==> config.mk <==
export PLATFORM = sky130hd
export DESIGN_NAME = sync_rx_distributor
export DESIGN_NICKNAME = d
export VERILOG_FILES = /design/src/rtl/sync_rx_pkg.sv /design/src/rtl/sync_rx_route.sv /design/src/rtl/sync_rx_port_fifo.sv /design/src/rtl/sync_rx_distributor.sv
export SDC_FILE = /design/constraint.sdc
export NUM_CORES = 1
export LEC_CHECK = 0
export ABC_CLOCK_PERIOD_IN_PS = 6900
export BUFFER_PORTS_ARGS = -buffer_cell sky130_fd_sc_hd__buf_4
export CORE_ASPECT_RATIO = 0.75
export CORE_MARGIN = 1.5
export CORE_UTILIZATION = 39
export CTS_CLUSTER_DIAMETER = 100
export DETAILED_ROUTE_END_ITERATION = 8
export HOLD_SLACK_MARGIN = 0.12
export PLACE_DENSITY = 0.53
export SKIP_LAST_GASP = 1
export SLEW_MARGIN = 10
export SYNTH_ARGS = -nofsm -noshare
export SYNTH_HDL_FRONTEND = slang
export SYNTH_SLANG_ARGS = --single-unit
export TNS_END_PERCENT = 10
==> constraint.sdc <==
create_clock -name clk_i -period 6.9 [get_ports clk_i]
set_input_delay 1.725 -clock clk_i [delete_from_list [all_inputs] [get_ports clk_i]]
set_output_delay 1.725 -clock clk_i [all_outputs]
set_load 0.005 [all_outputs]
==> src/rtl/sync_rx_pkg.sv <==
`timescale 1ns/1ps
package sync_rx_pkg;
  localparam int unsigned DATA_W = 32;
  localparam int unsigned LANE_W = DATA_W + 1;

  typedef struct packed {
    logic              sof;
    logic              eof;
    logic [DATA_W-1:0] data;
  } rx_word_t;

  // frame ports sit at the top or bottom of the active range
  function automatic logic is_frame_port(int unsigned p, int unsigned n,
                                         int unsigned f, logic upper);
    return upper ? (p + f >= n) : (p < f);
  endfunction
endpackage

==> src/rtl/sync_rx_route.sv <==
`timescale 1ns/1ps
module sync_rx_route #(
  parameter int unsigned N_PORTS = 4,
  parameter int unsigned PORT_W  = 5
) (
  input  logic              in_valid_i,
  input  logic [PORT_W-1:0] in_port_i,
  input  logic [N_PORTS-1:0] full_i,
  output logic [N_PORTS-1:0] push_o,
  output logic              ready_o,
  output logic              bad_o,
  output logic              blocked_o
);
  logic [N_PORTS-1:0] hit;
  logic in_range;
  logic target_full;

  for (genvar p = 0; p < N_PORTS; p++) begin : g_hit
    assign hit[p] = (in_port_i == PORT_W'(p));
  end

  assign in_range    = 32'(in_port_i) < N_PORTS;
  assign target_full = |(hit & full_i);
  assign push_o      = hit & ~full_i & {N_PORTS{in_valid_i}};
  assign ready_o     = !(in_valid_i && in_range && target_full);
  assign blocked_o   = in_valid_i && in_range && target_full;
  assign bad_o       = in_valid_i && !in_range;
endmodule

==> src/rtl/sync_rx_port_fifo.sv <==
`timescale 1ns/1ps
module sync_rx_port_fifo import sync_rx_pkg::*; #(
  parameter int unsigned DEPTH = 4,
  parameter int unsigned GAP   = 3
) (
  input  logic     clk_i,
  input  logic     rst_ni,
  input  logic     push_i,
  input  rx_word_t wdata_i,
  output logic     full_o,
  output logic     empty_o,
  output logic     out_valid_o,
  output rx_word_t out_word_o
);
  localparam int unsigned PTR_W = DEPTH > 1 ? $clog2(DEPTH) : 1;
  localparam int unsigned CNT_W = $clog2(DEPTH + 1);
  localparam int unsigned GAP_W = GAP > 1 ? $clog2(GAP) : 1;
  localparam logic [PTR_W-1:0] LAST     = PTR_W'(DEPTH - 1);
  localparam logic [GAP_W-1:0] GAP_LOAD = GAP_W'(GAP - 1);

  rx_word_t          mem_q [DEPTH];
  logic [PTR_W-1:0]  wr_q, rd_q;
  logic [CNT_W-1:0]  cnt_q;
  logic [GAP_W-1:0]  gap_q;
  logic              pop;

  assign full_o  = (cnt_q == CNT_W'(DEPTH));
  assign empty_o = (cnt_q == '0);
  assign pop     = !empty_o && (gap_q == '0);

  always_ff @(posedge clk_i) begin
    if (push_i) mem_q[wr_q] <= wdata_i;
  end

  always_ff @(posedge clk_i or negedge rst_ni) begin
    if (!rst_ni) begin
      wr_q  <= '0;
      rd_q  <= '0;
      cnt_q <= '0;
    end else begin
      if (push_i) wr_q <= (wr_q == LAST) ? '0 : wr_q + 1'b1;
      if (pop)    rd_q <= (rd_q == LAST) ? '0 : rd_q + 1'b1;
      cnt_q <= cnt_q + CNT_W'(push_i) - CNT_W'(pop);
    end
  end

  // downstream pacing: one release per GAP cycles
  always_ff @(posedge clk_i or negedge rst_ni) begin
    if (!rst_ni)          gap_q <= '0;
    else if (pop)         gap_q <= GAP_LOAD;
    else if (gap_q != '0) gap_q <= gap_q - 1'b1;
  end

  always_ff @(posedge clk_i or negedge rst_ni) begin
    if (!rst_ni) begin
      out_valid_o <= 1'b0;
      out_word_o  <= '0;
    end else begin
      out_valid_o <= pop;
      if (pop) out_word_o <= mem_q[rd_q];
    end
  end
endmodule

==> src/rtl/sync_rx_distributor.sv <==
`timescale 1ns/1ps
module sync_rx_distributor import sync_rx_pkg::*; #(
  parameter int unsigned N_PORTS     = 4,
  parameter int unsigned FIFO_DEPTH  = 4,
  parameter int unsigned RELEASE_GAP = 3,
  parameter int unsigned FRM_PORTS   = 2,
  parameter bit          FRM_UPPER   = 1'b1,
  parameter int unsigned PORT_W      = 5
) (
  input  logic                      clk_i,
  input  logic                      rst_ni,
  input  logic                      in_valid_i,
  output logic                      in_ready_o,
  input  logic [PORT_W-1:0]         in_port_i,
  input  logic [DATA_W-1:0]         in_data_i,
  input  logic                      in_sof_i,
  input  logic                      in_eof_i,
  input  logic                      sync_i,
  output logic [N_PORTS*LANE_W-1:0] port_o,
  output logic [FRM_PORTS-1:0]      sof_o,
  output logic [FRM_PORTS-1:0]      eof_o,
  output logic                      rx_overflow_o,
  output logic                      rx_overrun_o,
  output logic                      bad_port_o
);
  logic [N_PORTS-1:0] push_v, full_v, empty_v, out_valid, out_sof, out_eof;
  rx_word_t           out_word [N_PORTS];
  logic               bad_hit, blocked;

  sync_rx_route #(.N_PORTS(N_PORTS), .PORT_W(PORT_W)) u_route (
    .in_valid_i (in_valid_i),
    .in_port_i  (in_port_i),
    .full_i     (full_v),
    .push_o     (push_v),
    .ready_o    (in_ready_o),
    .bad_o      (bad_hit),
    .blocked_o  (blocked)
  );

  for (genvar p = 0; p < N_PORTS; p++) begin : g_port
    localparam bit IS_FRM = is_frame_port(p, N_PORTS, FRM_PORTS, FRM_UPPER);
    rx_word_t wr_word;

    // flags survive only on frame ports
    assign wr_word.sof  = in_sof_i & IS_FRM;
    assign wr_word.eof  = in_eof_i & IS_FRM;
    assign wr_word.data = in_data_i;

    sync_rx_port_fifo #(.DEPTH(FIFO_DEPTH), .GAP(RELEASE_GAP)) u_fifo (
      .clk_i       (clk_i),
      .rst_ni      (rst_ni),
      .push_i      (push_v[p]),
      .wdata_i     (wr_word),
      .full_o      (full_v[p]),
      .empty_o     (empty_v[p]),
      .out_valid_o (out_valid[p]),
      .out_word_o  (out_word[p])
    );

    assign port_o[p*LANE_W +: LANE_W] = {out_valid[p], out_word[p].data};
    assign out_sof[p] = out_valid[p] & out_word[p].sof;
    assign out_eof[p] = out_valid[p] & out_word[p].eof;
  end

  for (genvar k = 0; k < FRM_PORTS; k++) begin : g_frm
    localparam int unsigned FP = FRM_UPPER ? N_PORTS - FRM_PORTS + k : k;
    localparam logic [N_PORTS-1:0] SEL = N_PORTS'(1) << FP;
    assign sof_o[k] = |(out_sof & SEL);
    assign eof_o[k] = |(out_eof & SEL);
  end

  always_ff @(posedge clk_i or negedge rst_ni) begin
    if (!rst_ni) begin
      rx_overflow_o <= 1'b0;
      rx_overrun_o  <= 1'b0;
      bad_port_o    <= 1'b0;
    end else begin
      if (blocked)                 rx_overflow_o <= 1'b1;
      if (sync_i && !(&empty_v))   rx_overrun_o  <= 1'b1;
      if (bad_hit)                 bad_port_o    <= 1'b1;
    end
  end
endmodule

# Word level (Yosys, flattened, before mapping)
# Memories as Yosys holds them, arrays and structs flattened. A register that Yosys moved wholly into a read port is not among the register bits.
# Cells that the tools add are included.
# Widths: inputs -> output; s select.
# classes
add_sub_neg	20
n_lt_le_gt_ge	1
n_eq_ne	15
mux	24
n_bitwise	8
reduce_logical	38
# ops
op	n
$mux 2	16
$add 2x1->2 const B	8
$eq 2x2->1 const B	8
$reduce_bool 2->1	8
$add 3x1->3	4
$and 4x4->4	3
$eq 3x3->1 const B	4
$logic_not 3->1	4
$sub 3x1->3	4
$logic_not 1->1	11
$eq 5x2->1 const B	2
$logic_and 1x1->1	8
$logic_not 2->1	4
$mux 1	8
$sub 2x1->2 const B	4
$eq 5x1->1 const B	1
$logic_not 5->1	1
$lt 5x3->1 const B	1
$and 1x1->1	4
$not 4->4	1
$reduce_and 4->1	1
$reduce_or 4->1	1
# word_totals
ff_bits	43
mem_bits_rw	528
out_inout_bits	140
wordCells	133
mem_count	4
# mem_list
name	depth	width	read_ports	rd_ports_with_merged_regs	wr	line	text
g_port[2].u_fifo.mem_q	4	34	1	1	1	sync_rx_port_fifo.sv:21	rx_word_t mem_q [DEPTH];
g_port[3].u_fifo.mem_q	4	34	1	1	1	sync_rx_port_fifo.sv:21	
g_port[0].u_fifo.mem_q	4	32	1	1	1	sync_rx_port_fifo.sv:21	
g_port[1].u_fifo.mem_q	4	32	1	1	1	sync_rx_port_fifo.sv:21	

# Depth between registers and ports, before layout
# Gate-level depths: netlist (run 1).
# depth
depth_word	6
mapped_depth	11
mapped_depth_nobuf	9

# Hierarchy
# From an unflattened synthesis (run 1), not the netlist that was laid out.
# unflattened
cells_unflattened	1205
hier_area_um2	27206.1
# modules_own_cells
module	instances	cells_per_inst	area_per_inst_um2
sync_rx_port_fifo	4	296	6739.0
sync_rx_distributor	1	12	130.1
sync_rx_route	1	9	120.1

# Worst setup path before layout (run 1)
# OpenSTA, ideal clock, no wires.
# synth_path
path_kind	input port to output port
start	in in_port_i[0]
end	out in_ready_o
arrival_time_ns	2.309
t_required_ns	5.175
setup_slack_ns	2.866
path_stages	2
n_path_buf	0
path_cell_list	mux4_2 > nand3_1
# synth_via
elab_chain_len	5
# synth_lines
item	line	text
start, declared	sync_rx_distributor.sv:14	input logic [PORT_W-1:0] in_port_i,
$eq 5x1->1, or another cell as far along	sync_rx_route.sv:19	assign hit[p] = (in_port_i == PORT_W'(p));
$and 4x4->4	sync_rx_route.sv:23	assign target_full = |(hit & full_i);
$reduce_or 4->1	sync_rx_route.sv:23	
$logic_and 1x1->1 (*)	sync_rx_route.sv:25	assign ready_o = !(in_valid_i && in_range && target_full);
$logic_not 1->1 (*)	sync_rx_route.sv:25	
end, declared	sync_rx_distributor.sv:13	output logic in_ready_o,
# Mark *: on every way between the ends. The rest lies on a longest branch, timed or not.

# Final worst setup path (run 1)
# Ends and elaborated chain as after synthesis.

==> impl_metrics.tcl, run 1 <==
set metrics [dict create \
    hold_viol_final 0 \
    hp-class "reg -> reg" \
    worst_setup_hold_path_clk_slew_ps 60 \
    finalCritPeriodShare_pct 62.6 \
    avgViaCountPerCell 5.03 \
    critical_path.reg2reg.endpoint "g_port[2].u_fifo.cnt_q[2]" \
    worstSkewPairLatency_ps 590 \
    fmaxAchievable_ghz 0.232 \
    syn_to_final_growth_pct 15.9 \
    grt_pass1_vias 12300 \
    worst_hold_slack_ps 461 \
    pin_count_of_the_biggest_net_entering_global_routing 100 \
    r2r_start "g_port[2].u_fifo.cnt_q[1]" \
    avgSynthCellArea_um2 21.5 \
    synth_seq_area_share_pct 75.6 \
    r2r_cells 9 \
    finish.instance_area_um2 31000 \
    maxSlewViolCount 0 \
    drtPass1Iterations 4 \
    design.core.area_um2 67300 \
    crit_path_end_kind "primary output" \
    post_cts.repair.setup_buffers 0 \
    synth-main-ff-cell "edfxtp_1" \
    remaining_global_route_overflow 0 \
    critical_path_arrival_ps 2590 \
    worst_clock_skew_ps 19.6 \
    gr-usage-all-layers_pct 15.5 \
    fin_crit_ps 4320 \
    wirelength_um 53800 \
    tritoncts "yes" \
    clock-sinks 703 \
    layout-drive-gt1-share_pct 41.9 \
    syn-num-nets 1324 \
    synth_async_sr_flop_share_pct 24.9 \
    synth_enable_flop_cells 528 \
    yosysUniqueCellTypes 37 \
    worst_setup_path_start_kind "input pin" \
    syn-cell-area_um2 26800 \
    worstPathMaxFanout 5 \
    postSynthRegisterBits 703 \
    synthesis.instances 1247 \
    die_area_um2 70200 \
    via_count 11800 \
    die_height_um 230 \
    cts-hold-fix-buffers 0 \
    die_x_um 306 \
    dpl_cell_area_um2 28700 \
    start_util_pct 39.8 \
    netlist_top_cells_count "528 x edfxtp_1, 175 x dfrtp_1, 145 x mux2_2, 133 x mux4_2, 68 x buf_4" \
    ant_nets 0 \
    required_ps 5180 \
    power.ir.vdd_worst_mv 0.200 \
    cts_resized 0 \
    finalWeightedCongestion 0.712 \
    min_from "rx_overrun_o" \
    placed_cells 2206 \
    drc 0 \
    final-instance-count-excl-fill 2338 \
    io-pin-count 183 \
    finalSetupViolations 0 \
    worst-r2r-setup-slack_ps 4100 \
    finish.net_count 1475 \
    status "finished, final reports clean" \
    relSlewSlack_pct 33.3 \
    buffers_added_on_ports 182 \
    post-dp-hpwl_um 33400 \
    worst-setup-path-type "in -> out" \
    antenna-diode-count 0 \
    yosys_warnings 0 \
    synth.area.top_cells "edfxtp_1 59%, dfrtp_1 16%, mux4_2 11%, mux2_2 6.1%, buf_4 1.9%" \
    cts_root_buffer "clkbuf_16" \
    yosysMostFrequentCell "edfxtp_1" \
    yosysTopAreaCellShare_pct 59.2 \
    number_of_antenna_violations_at_the_first_check_in_global_routing 3 \
    max_slew.worst_pin.slew_ps 1000 \
    worst_hold_path.endpoint "rx_overrun_o" \
    rows 82 \
    cts_buffers 72 \
    leakagePower_nw 10.9 \
    tns_ps 0 \
    h-tree-depth 3 \
    maxCapViolations 0 \
    p_per_area_nw_per_um2 413 \
    drtIter0Drc 721 \
    wl_per_cell_um 23.0 \
    netlist.top_cell.by_area "edfxtp_1" \
    rsz0062_at_grt "no" \
    hold_path_stages 1 \
    grt_pass1_wl_um 80600 \
    clk_path_buf_depth 3 \
]
-- cells by family (layout without fill, tap and decap cells) --
| kind of cell | after synthesis | in the layout | share of synthesized area [%] |
|---|---|---|---|
| XOR/XNOR | 8 | 8 | 0.262 |
| adder cells (fa/ha/maj) | 34 | 34 | 1.70 |
| flip-flops | 703 | 703 | 75.6 |
| buffers and inverters | 148 | 357 | 3.16 |
| AND/OR/NAND/NOR | 55 | 55 | 1.44 |
| multiplexers | 279 | 279 | 17.3 |
| AO/OA/AOI/OAI | 20 | 20 | 0.528 |
-- registers in the layout, indices dropped and copies added, names as in the netlist --
register	count
g_port.u_fifo.mem_q	528
rx_overflow_o	1
g_port.u_fifo.gap_q	8
g_port.u_fifo.out_valid_o	4
g_port.u_fifo.cnt_q	12
bad_port_o	1
g_port.u_fifo.wr_q	8
g_port.u_fifo.out_word_o	132
g_port.u_fifo.rd_q	8
rx_overrun_o	1
-- per-stage QoR --
stage	utilization [%]	worst slack, ps	total power (W)
after floorplan	-	2870	0.00796
after global placement	42.6	2580	0.00908
after detailed placement	42.6	2570	0.00914
after CTS	46.1	2570	0.0130
after global routing	46.1	2540	0.0135
final	46.1	2580	0.0128
-- critical path, cell delays in order --
cell and delay (ps):
buf_4 140, mux4_2 520, nand3_1 100, buf_4 110
-- layout make-up --
type	instances	area, um^2
clock buffer	92	1990
clock inverter	40	360
fill	5654	36300
inverter	33	124
multi-input combinational	396	5740
sequential	703	20200
tap	882	1100
timing repair buffer	192	1460
-- power by group --
part	switching, W	internal [W]
Combinational	0.00134	0.00194
Sequential	0.000538	0.00512
Clock	0.00159	0.00227
-- worst max-delay path by stage --
stage	start	end	slack (ps)	depth (start not counted)
floorplan	in_port_i[0]	in_ready_o	2870	2
global placement	in_port_i[0]	in_ready_o	2580	4
detailed placement	in_port_i[0]	in_ready_o	2570	4
CTS	in_port_i[0]	in_ready_o	2570	4
global route	in_port_i[0]	in_ready_o	2540	4
finish	in_port_i[0]	in_ready_o	2580	4
-- metal layers --
layer,GRT usage (%),part of all wire [%],up-vias
li1,-,-,5155
met1,23.5,47,6249
met2,22.7,44,266
met3,3.27,6.8,85
met4,4.01,1.8,0
met5,0,0,-
-- cells in the final DEF, fill, tap and decap left out, types with 3 or more instances in the layout --
cell,n
and2_2,16
xnor2_1,4
inv_1,33
edfxtp_1,528
clkinvlp_4,6
inv_6,3
clkinv_2,12
clkbuf_1,12
clkinv_1,13
o31ai_4,3
o21ai_0,6
nor3_1,8
and2_1,4
bufinv_16,6
nand3_1,4
mux4_2,133
clkbuf_8,6
nand2_1,3
a21o_1,4
fa_1,4
dfrtp_2,7
clkbuf_16,75
ha_1,30
nor2_1,6
nor3b_1,4
xor2_1,4
buf_4,190
dfrtp_1,168
mux2_2,145
(Power assumes the default switching activity.)
==> run 2: changes to the inputs <==
--- a/config.mk
+++ b/config.mk
@@ -5,7 +5,7 @@
 export SDC_FILE = /design/constraint.sdc
 export NUM_CORES = 1
 export LEC_CHECK = 0
-export ABC_CLOCK_PERIOD_IN_PS = 6900
+export ABC_CLOCK_PERIOD_IN_PS = 4100
 export BUFFER_PORTS_ARGS = -buffer_cell sky130_fd_sc_hd__buf_4
 export CORE_ASPECT_RATIO = 0.75
 export CORE_MARGIN = 1.5
==> constraint.sdc (replaced) <==
create_clock -name clk_i -period 4.1 [get_ports clk_i]
set_input_delay 1.025 -clock clk_i [delete_from_list [all_inputs] [get_ports clk_i]]
set_output_delay 1.025 -clock clk_i [all_outputs]
set_load 0.005 [all_outputs]
==> run 2 against run 1 <==
Net effect: sequential cell count stayed put; total power is 70% higher; critical endpoint unchanged; first-iteration DRC count is 18% higher; largest cell class unchanged.
==> impl_metrics.tcl, run 2 (synthesis gave the netlist of run 1 again) <==
set metrics [dict create \
    crit_path_cell_trace "nor3b_1 > mux4_2 > nand3_1 > buf_4" \
    cts_buffers 71 \
    via_count 11900 \
    p_int_w 0.0159 \
    p_per_area_nw_per_um2 695 \
    post_cts.repair.setup_buffers 0 \
    sequentialPowerShare_pct 44.6 \
    drc 0 \
    status "finished, final reports clean" \
    gr-usage-all-layers_pct 15.8 \
    h-tree-depth 3 \
    fin_crit_ps 3300 \
    grt_pass1_vias 12600 \
    start_util_pct 39.8 \
    leakagePower_nw 11.1 \
    comb_power_share_pct 24.6 \
    remaining_global_route_overflow 0 \
    die_height_um 230 \
    pin_count_of_the_biggest_net_entering_global_routing 78 \
    drtIter0Drc 849 \
    max_reg_flops 528 \
    relSlewSlack_pct 29.6 \
    io-pin-count 183 \
    worst-r2r-setup-slack_ps 1600 \
    maxSlewViolCount 0 \
    worst_setup_hold_path_clk_slew_ps 60 \
    worst_path_cell_with_the_longest_stage_delay "nor3b_1" \
    worst-setup-path-type "reg -> out" \
    die_area_um2 70200 \
    avgViaCountPerCell 5.05 \
    grt_pass1_wl_um 82200 \
    postLayoutCoreUtil_pct 46.6 \
    r2r_cells 10 \
    clockPowerShare_pct 30.8 \
    finalSetupViolations 0 \
    power.ir.vdd_worst_mv 0.293 \
    design.core.area_um2 67300 \
    max_slew.worst_pin.slew_ps 1060 \
    crit_path_end_kind "primary output" \
    hp-class "in -> async" \
    number_of_antenna_violations_at_the_first_check_in_global_routing 2 \
    cts_root_buffer "clkbuf_16" \
    total_switching_power_w 0.00582 \
    worst_clock_skew_ps 24.4 \
    layout-drive-gt1-share_pct 42.5 \
    die_x_um 306 \
    commonest_cells_after_routing_fill_and_taps_aside "528 x edfxtp_1, 203 x buf_4, 168 x dfrtp_1" \
    clock-sinks 703 \
    maxCapViolations 0 \
    required_ps 3070 \
    cts_resized 0 \
    worst_hold_slack_ps 438 \
    hold_viol_final 0 \
    clk_path_buf_depth 3 \
    tritoncts "yes" \
    cts-hold-fix-buffers 0 \
    critical_path_arrival_ps 2280 \
    worst_setup_path_start_kind "flip-flop" \
    post-dp-hpwl_um 34500 \
    rsz0062_at_grt "no" \
    tns_ps 0 \
    syn_to_final_growth_pct 17.1 \
    worstPathMaxFanout 5 \
    worstSkewPairLatency_ps 600 \
    r2r_start "g_port[1].u_fifo.gap_q[0]" \
    ant_nets 0 \
    top_regs "g_port.u_fifo.mem_q: 528 flops, g_port.u_fifo.out_word_o: 132 flops, g_port.u_fifo.cnt_q: 12 flops" \
    placed_cells 2225 \
    finish.net_count 1493 \
    drtPass1Iterations 5 \
    power.switching_fraction_pct 26.7 \
    leading_cell_type_in_the_layout_fill_and_taps_excluded "edfxtp_1" \
    fmaxAchievable_ghz 0.303 \
    critPathMaxStageDelay_ps 590 \
    final-instance-count-excl-fill 2360 \
    rows 82 \
    wirelength_um 54600 \
    wl_per_cell_um 23.1 \
    critical_path.reg2reg.endpoint "g_port[1].u_fifo.cnt_q[2]" \
    finalCritPeriodShare_pct 80.6 \
    regMostFlops "g_port.u_fifo.mem_q" \
    finalWeightedCongestion 0.736 \
    buffers_added_on_ports 182 \
]
-- run 2: stage by stage --
step / instance area, um^2 / total power, W / worst slack [ps]
finish: 31300 / 0.0218 / 797
global route: 31300 / 0.0229 / 712
CTS: 31300 / 0.0222 / 785
detailed placement: 28900 / 0.0154 / 663
global placement: 28900 / 0.0153 / 699
floorplan: 26800 / 0.0134 / 876
-- run 2: how the worst max path moves through the flow --
stage / depth (start not counted) / start / end / slack, ps
after CTS: 4 / g_port[1].u_fifo.cnt_q[2] / in_ready_o / 780
after global placement: 5 / in_port_i[2] / g_port[1].u_fifo.mem_q[3][11] / 700
after detailed placement: 5 / in_port_i[2] / g_port[1].u_fifo.mem_q[3][23] / 660
after global routing: 4 / g_port[1].u_fifo.cnt_q[2] / in_ready_o / 710
after floorplan: 3 / in_port_i[2] / g_port[0].u_fifo.mem_q[3][0] / 880
final: 4 / g_port[1].u_fifo.cnt_q[2] / in_ready_o / 800
-- run 2: worst max-delay path: cells and delay by family (launching register included) --
kind | cells | cell delay [ps]
buf+inv | 1 | 150
simple gates | 2 | 670
flops | 1 | 460
mux | 1 | 390
-- run 2: area by class of cell --
cell class | instances | area, um^2
fillers | 5601 | 36000
well taps | 882 | 1100
multi-input cells | 396 | 5740
flip-flops and latches | 703 | 20200
clock buffers | 92 | 2020
diodes | 4 | 10.0
inverters | 33 | 124
clock inverters | 39 | 420
repair buffers | 211 | 1680
-- run 2: layer usage --
metal  wire length (um)  vias to the layer above  global-route usage, %
li1                   -                     5202                      -
met1              25600                     6328                   23.4
met2              25000                      302                   24.0
met3               3060                       84                   3.04
met4                981                        0                   4.28
met5                  0                        -                      0
-- run 2: power by group through the flow --
| stage | combinational [W] | clock, W | sequential (W) |
|---|---|---|---|
| finish | 0.00536 | 0.00671 | 0.00970 |
| global route | 0.00588 | 0.00717 | 0.00989 |
| CTS | 0.00554 | 0.00691 | 0.00976 |
| detailed placement | 0.00553 | 0 | 0.00990 |
| global placement | 0.00544 | 0 | 0.00987 |
| floorplan | 0.00422 | 0 | 0.00918 |
==> run 3: changes to the inputs <==
--- a/config.mk
+++ b/config.mk
@@ -5,7 +5,7 @@
 export SDC_FILE = /design/constraint.sdc
 export NUM_CORES = 1
 export LEC_CHECK = 0
-export ABC_CLOCK_PERIOD_IN_PS = 4100
+export ABC_CLOCK_PERIOD_IN_PS = 3500
 export BUFFER_PORTS_ARGS = -buffer_cell sky130_fd_sc_hd__buf_4
 export CORE_ASPECT_RATIO = 0.75
 export CORE_MARGIN = 1.5
==> constraint.sdc (replaced) <==
create_clock -name clk_i -period 3.5 [get_ports clk_i]
set_input_delay 0.875 -clock clk_i [delete_from_list [all_inputs] [get_ports clk_i]]
set_output_delay 0.875 -clock clk_i [all_outputs]
set_load 0.005 [all_outputs]
==> run 3 against run 2 <==
Net effect: critical path type unchanged; register-to-register slack worse by 360 ps; setup slack worse by 350 ps; total power up 18%; clock power rose by 18%; worst hold slack worse by 160 ps; largest cell class unchanged; cell count about the same; clock skew decreased by 4.5 ps.
==> impl_metrics.tcl, run 3 (synthesis gave the netlist of run 1 again) <==
set metrics [dict create \
    max_reg_flops 528 \
    die_x_um 306 \
    hold_viol_final 0 \
    die_area_um2 70200 \
    crit_path_cell_trace "nor3b_1 > mux4_2 > nand3_1 > buf_4" \
    worst-setup-path-type "reg -> out" \
    remaining_global_route_overflow 0 \
    cts_root_buffer "clkbuf_16" \
    ant_nets 0 \
    drtPass1Iterations 4 \
    maxSlewViolCount 0 \
    critical_path_arrival_ps 2180 \
    start_util_pct 39.8 \
    final-instance-count-excl-fill 2358 \
    clk_path_buf_depth 3 \
    wl_per_cell_um 22.8 \
    required_ps 2620 \
    worstPathMaxFanout 5 \
    critPathMaxStageDelay_ps 530 \
    max_slew.worst_pin.slew_ps 919 \
    tritoncts "yes" \
    cts_resized 0 \
    commonest_cells_after_routing_fill_and_taps_aside "528 x edfxtp_1, 189 x buf_4, 168 x dfrtp_1" \
    leading_cell_type_in_the_layout_fill_and_taps_excluded "edfxtp_1" \
    postLayoutCoreUtil_pct 46.8 \
    maxCapViolations 0 \
    post_cts.repair.setup_buffers 0 \
    design.core.area_um2 67300 \
    power.switching_fraction_pct 26.8 \
    p_int_w 0.0188 \
    grt_pass1_wl_um 80900 \
    wirelength_um 53900 \
    rows 82 \
    grt_pass1_vias 12400 \
    comb_power_share_pct 25.2 \
    hp-class "in -> async" \
    crit_path_end_kind "primary output" \
    relSlewSlack_pct 38.8 \
    design_power_total_w 0.0256 \
    avgViaCountPerCell 5.07 \
    number_of_antenna_violations_at_the_first_check_in_global_routing 3 \
    clock-sinks 703 \
    total_switching_power_w 0.00685 \
    finalSetupViolations 0 \
    layout-drive-gt1-share_pct 42.5 \
    drc 0 \
    placed_cells 2224 \
    cts_buffers 71 \
    finalWeightedCongestion 0.709 \
    cts-hold-fix-buffers 0 \
    sequentialPowerShare_pct 43.9 \
    finish.net_count 1492 \
    worst_path_cell_with_the_longest_stage_delay "nor3b_1" \
    worst_clock_skew_ps 20.0 \
    top_regs "g_port.u_fifo.mem_q: 528 flops, g_port.u_fifo.out_word_o: 132 flops, g_port.u_fifo.cnt_q: 12 flops" \
    die_height_um 230 \
    finalCritPeriodShare_pct 87.4 \
    tns_ps 0 \
    worstSkewPairLatency_ps 600 \
    fmaxAchievable_ghz 0.327 \
    regMostFlops "g_port.u_fifo.mem_q" \
    via_count 11900 \
    buffers_added_on_ports 182 \
    worst_setup_hold_path_clk_slew_ps 60 \
    worst_setup_path_start_kind "flip-flop" \
    h-tree-depth 3 \
    leakagePower_nw 11.2 \
    power.ir.vdd_worst_mv 0.424 \
    gr-usage-all-layers_pct 15.6 \
    post-dp-hpwl_um 34200 \
    pin_count_of_the_biggest_net_entering_global_routing 61 \
    status "finished, final reports clean" \
    p_per_area_nw_per_um2 813 \
    clockPowerShare_pct 30.8 \
    io-pin-count 183 \
    rsz0062_at_grt "no" \
    syn_to_final_growth_pct 17.7 \
    fin_crit_ps 3060 \
    drtIter0Drc 772 \
]
## run 3: changes by cell type in the layout (fill, tap and decap cells not counted), moves of 2 or more
cell / delta
buf_4: -14
clkbuf_8: -3
clkinv_1: -6
clkbuf_1: +7
clkinv_2: +2
diode_2: -2
clkinvlp_4: -2
buf_12: +13
## run 3: cell type report
| type | instances | area [um^2] |
|---|---|---|
| flip-flops and latches | 703 | 20200 |
| fillers | 5623 | 35800 |
| repair buffers | 210 | 1830 |
| diodes | 2 | 5.00 |
| clock inverters | 36 | 443 |
| clock buffers | 96 | 2010 |
| multi-input cells | 396 | 5740 |
| inverters | 33 | 124 |
| well taps | 882 | 1100 |
## run 3: through the flow
step | hold WS [ps] | worst slack (ps) | instance area, um^2
2_1_floorplan | 447 | 426 | 26800
3_3_place_gp | 440 | 556 | 29000
3_5_place_dp | 450 | 534 | 29000
4_1_cts | 268 | 387 | 31500
5_1_grt | 293 | 288 | 31500
6_report | 279 | 443 | 31500
## run 3: worst max-delay path, delay by kind of cell, from the launching register on
kind          cells  cell delay [ps]
simple gates      2              610
flops             1              450
mux               1              380
buf+inv           1              150
## run 3: worst paths after layout
check                                          startpoint  slack [ps]  cells after the start                             end
worst max-delay path            g_port[1].u_fifo.cnt_q[2]         440                      4                      in_ready_o
worst min-delay path                               rst_ni         280                      1    g_port[3].u_fifo.out_valid_o
worst max register to register  g_port[2].u_fifo.cnt_q[1]        1240                      8       g_port[2].u_fifo.cnt_q[2]
worst min register to register               rx_overrun_o         460                      1                    rx_overrun_o
max in group asynchronous                          rst_ni        2450                      2  g_port[1].u_fifo.out_word_o[6]
min in group clk_i                           rx_overrun_o         460                      1                    rx_overrun_o
## run 3: power groups by stage
stage	Clock [W]	Sequential, W	Combinational [W]
4_1_cts	0.00813	0.0113	0.00668
5_1_grt	0.00845	0.0115	0.00707
2_1_floorplan	0	0.0108	0.00494
3_3_place_gp	0	0.0114	0.00654
3_5_place_dp	0	0.0115	0.00665
6_report	0.00789	0.0112	0.00646
## run 3: metal layers
layer | GRT usage [%] | wire length [um] | vias to the layer above | part of all wire, %
li1 | - | - | 5199 | -
met1 | 23.9 | 26200 | 6404 | 49
met2 | 22.9 | 24100 | 271 | 45
met3 | 3.01 | 2660 | 73 | 4.9
met4 | 3.76 | 898 | 0 | 1.7
met5 | 0 | 0 | - | 0
